==> src/rtl/loaduse_stall_ctl.sv <==
module loaduse_stall_ctl #(
  parameter int PC_W    = 32,
  parameter int IW      = 32,
  parameter int CW      = 8,
  parameter int RW      = 5,
  parameter int RS_LSB  = 21,
  parameter int RT_LSB  = 16,
  parameter int MRD_BIT = 0,
  parameter int PC_STEP = 4
) (
  input  logic            clk,
  input  logic            rst,
  input  logic [IW-1:0]   fetch_word,
  input  logic [CW-1:0]   dec_ctrl,
  output logic [PC_W-1:0] pc,
  output logic [IW-1:0]   ifid_word,
  output logic [CW-1:0]   idex_ctrl,
  output logic [RW-1:0]   idex_rt,
  output logic [CW-1:0]   exmem_ctrl,
  output logic [CW-1:0]   memwb_ctrl,
  output logic            pc_write,
  output logic            ifid_write,
  output logic            idex_flush
);

  localparam logic [PC_W-1:0] STEP = PC_W'(PC_STEP);

  logic [RW-1:0] id_rs, id_rt;
  logic          ex_is_load, collide;

  assign id_rs      = ifid_word[RS_LSB +: RW];
  assign id_rt      = ifid_word[RT_LSB +: RW];
  assign ex_is_load = idex_ctrl[MRD_BIT];
  assign collide    = (idex_rt == id_rs) || (idex_rt == id_rt);

  assign idex_flush = ex_is_load && collide;
  assign pc_write   = !idex_flush;
  assign ifid_write = !idex_flush;

  always_ff @(posedge clk) begin
    if (rst)           pc <= '0;
    else if (pc_write) pc <= pc + STEP;
  end

  always_ff @(posedge clk) begin
    if (rst)             ifid_word <= '0;
    else if (ifid_write) ifid_word <= fetch_word;
  end

  always_ff @(posedge clk) begin
    if (rst || idex_flush) begin
      idex_ctrl <= '0;
      idex_rt   <= '0;
    end else begin
      idex_ctrl <= dec_ctrl;
      idex_rt   <= id_rt;
    end
  end

  always_ff @(posedge clk) begin
    if (rst) begin
      exmem_ctrl <= '0;
      memwb_ctrl <= '0;
    end else begin
      exmem_ctrl <= idex_ctrl;
      memwb_ctrl <= exmem_ctrl;
    end
  end

endmodule

==> config.mk <==
export PLATFORM = sky130hd
export DESIGN_NAME = loaduse_stall_ctl
export DESIGN_NICKNAME = d
export VERILOG_FILES = /design/src/rtl/loaduse_stall_ctl.sv
export SDC_FILE = /design/constraint.sdc
export NUM_CORES = 1
export LEC_CHECK = 0
export ABC_AREA = 1
export BUFFER_PORTS_ARGS = -buffer_cell sky130_fd_sc_hd__buf_4
export CORE_ASPECT_RATIO = 0.6
export CORE_MARGIN = 2
export CORE_UTILIZATION = 45
export CTS_BUF_LIST = sky130_fd_sc_hd__clkbuf_4
export DETAILED_ROUTE_END_ITERATION = 6
export PLACE_DENSITY_LB_ADDON = 0.3
export SYNTH_ARGS = -nofsm -noshare
export SYNTH_HDL_FRONTEND = slang
export SYNTH_SLANG_ARGS = --single-unit
==> constraint.sdc <==
create_clock -name clk -period 2.08 [get_ports clk]
set_clock_uncertainty 0.2 [all_clocks]
set_input_delay 0.208 -clock clk [delete_from_list [all_inputs] [get_ports clk]]
set_output_delay 0.208 -clock clk [all_outputs]
set_load 0.05 [all_outputs]
==> reports/results.tsv <==
stage	metric	value	unit
critical_path	Setup CP Type	flip-flop to output pin	
route	final wirelength	12.5	mm
timing	Fmax	473	MHz
timing	final setup violation count	3	
die	initial core utilization	0.464	
route	vias per cell	4.77	
critical_path	endpoint class of the critical path	output pin	
final_layout	design area	6130	sq um
synth	unique cell type count in the Yosys netlist	24	
placed_design	Place WS	0.179	ns
grt	first-pass GRT wire length	20.5	mm
die	Die Ht	79.4	um
run_status	status	finished, violations left	
clock_network	CTS max path bufs	2	
run_status	failing checks	setup timing	
critical_path	Slowest cell on crit path	dfxtp_2	
route	Vias	4567	
synth	Post-synth ARST share	0	
route	Initial DRC Count	297	
die	Top-Level Pins	138	
final_layout	Area growth, synth to finish	43.7	%
synth	Synth Flop Type	dfxtp_1	
placed_design	Port Buffers	135	
clock_network	Root Buffer Master	clkbuf_4	
placed_design	Post-Place Cells	891	
timing	fin crit period	2.12	ns
worst_hold_path	worst hold path class	input port to flip-flop	
synth	register area share after synthesis	0.427	
timing	post-route setup slack	-0.0356	ns
route	routed wire length per instance	13.0	um
critical_path	Reg2Reg Depth	12	
clock_network	CTS tree	yes	
timing	period utilisation layout	1.02	
grt	Most Crowded Layer GR	met2	
final_layout	share of cells above drive strength 1	0.253	
grt	number of global-route vias before repair	4406	
clock_network	insertion delay to the later sink of the worst-skew pair	0.46	ns
clock_network	CTS clk-pin slew, worst paths	0.17	ns
critical_path	critical path, cell by cell	inv_1 > nand2_1 > nand2_1 > nor2_2 > nand3_2 > nand2_2 > nand2_4 > buf_8 > buf_8	
grt	global route overflow	0	
timing	setup TNS	-0.0920	ns
synth	EDFF count, synth	0	
timing	Slew Limit Fails	0	
pwr	power per cell area	738	nW/um^2
die	Rows	27	
critical_path	crit path DAT	1.71	ns
pwr	worst vdd ir	0.553	mV
synth	cell area after synthesis	4270	sq um
timing	RSZ-0062 raised after global routing	true	
clock_network	H-tree depth	3	
route	ANT nets after route	0	
final_layout	# fillers	815	
clock_network	total CTS buffers	9	
critical_path	worst r2r src	idex_rt[0]	
grt	pin count of the biggest net entering global routing	63	
timing	final hold vios	0	
grt	GRT Util Overall	0.251	
final_layout	Layout Nets	865	
grt	met2 Resource Use GR	0.405	
final_layout	ant diodes	0	
grt	initial antenna violation count	0	
pwr	LEAKAGE	2.86	nW
die	Die Footprint	10300	sq um
critical_path	flop-to-flop setup slack	0.16	ns
synth	cells after synthesis	648	
synth	Mean Syn Cell Area	6.59	sq um
critical_path	CP required	1.67	ns
placed_design	Routability Congestion	0.949	
route	number of detailed-route iterations in the first pass	5	
worst_hold_path	hold path depth	3	
critical_path	crit start category	flip-flop	
final_layout	non-filler instance count after layout	957	
critical_path	worst-path fanout max	5	
synth	Ys Warns	0	
clock_network	Sinks on Clock Net	91	
job	max-capacitance violation count	0	
worst_hold_path	worst hold endpoint	memwb_ctrl[6]	
die	width of the die	130	um
route	DRC viols	0	
critical_path	CP peak stage delay	0.40	ns
grt	met1 Track Usage GR	0.323	
synth	count of state elements after synthesis	91	
placed_design	placed cell area	5410	sq um
placed_design	Final HPWL DP	8.32	mm
die	CORE AREA	9190	sq um
critical_path	Critical R2R Capture	ifid_word[16]	
worst_hold_path	Min-Delay Startpoint	rst	
grt	grt met3 use	0.0845	
-- worst max-delay path: cells and delay by family, from the launching register on --
| family | cells | cell delay (ns) |
|---|---|---|
| flip-flops | 1 | 0.40 |
| AND/OR/NAND/NOR | 6 | 0.50 |
| buffers and inverters | 3 | 0.35 |
-- cells in the mapped netlist (all sizes together), types with 2 or more instances --
cell / instances / area share
a21oi: 15 / 0.018
and2: 2 / 0.0029
buf: 17 / 0.026
clkbuf: 14 / 0.012
dfxtp: 91 / 0.43
inv: 71 / 0.062
nand2: 177 / 0.16
nand3: 56 / 0.066
nand3b: 24 / 0.042
nor2: 160 / 0.14
xnor2: 9 / 0.018
xor2: 8 / 0.016
-- logic make-up (layout without fill, tap and decap cells) --
kind of cell / Yosys count / in the layout / share of synthesized area
fa+ha+maj: 1 / 1 / 0.00293
buf+inv: 102 / 280 / 0.101
other cells: 1 / 2 / 0.000879
compound gates: 16 / 16 / 0.0188
flops: 91 / 91 / 0.427
xor+xnor: 17 / 17 / 0.0349
simple gates: 420 / 420 / 0.415
-- placed cells by master (no fill, tap or decap), drive strengths merged, types with 9 or more instances in the layout --
cell type / netlist / final
inv: 71 / 76
buf: 17 / 153
a21oi: 15 / 15
xnor2: 9 / 9
nand3b: 24 / 24
nor2: 160 / 160
clkbuf: 14 / 9
nand3: 56 / 56
dlygate4sd3: 0 / 40
dfxtp: 91 / 91
nand2: 177 / 177
-- cell type report --
type                    count  area [sq um]  area share
clock buffers               9          67.6      0.0110
clock inverters             7           114      0.0186
inverters                  71           274      0.0447
multi-input cells         456          2050       0.334
flip-flops and latches     91          1850       0.302
well taps                 130           163      0.0265
repair buffers            193          1620       0.264
-- repair_timing --
action | 4_1_cts | 5_1_grt
hold endpoints to repair | 40 | 0
buffers inserted | 6 | 4
pin swaps | 4 | 7
hold buffers | 40 | 0
resized for setup | 12 | 16
endpoints found under the setup margin | 3 | 22
-- flip-flops by register name, indices dropped and copies added (netlist names) --
| register | count |
|---|---|
| ifid_word | 32 |
| pc | 30 |
| exmem_ctrl | 8 |
| idex_ctrl | 8 |
| memwb_ctrl | 8 |
| idex_rt | 5 |
-- power by group --
group	switching (W)	leakage, nW	internal (W)
Clock	0.000690	0.0984	0.000526
Combinational	0.000870	2.01	0.000466
Sequential	0.000106	0.754	0.00186
Total	0.00167	2.86	0.00286
-- worst max-delay path by stage --
stage,from,end
after floorplan,ifid_word[16],pc_write
after global placement,pc[3],pc[22]
after detailed placement,pc[3],pc[20]
after CTS,idex_rt[2],ifid_write
after global routing,ifid_word[23],ifid_write
final,idex_rt[0],ifid_write
-- per-layer routing --
layer / routed length, um / share of wire
met2: 5780 / 0.46
met5: 0 / 0
met3: 1070 / 0.086
met1: 5440 / 0.44
met4: 161 / 0.013
-- metrics by stage --
step	hold slack [ns]	power, W	utilization
3_5_place_dp	0.212	0.00321	0.588
6_report	0.0362	0.00452	0.667
2_1_floorplan	0.0771	0.00283	-
3_3_place_gp	0.207	0.00319	0.588
4_1_cts	0.00685	0.00453	0.660
5_1_grt	0.00880	0.00474	0.667
Note: power is estimated with default switching activity, not from simulation.
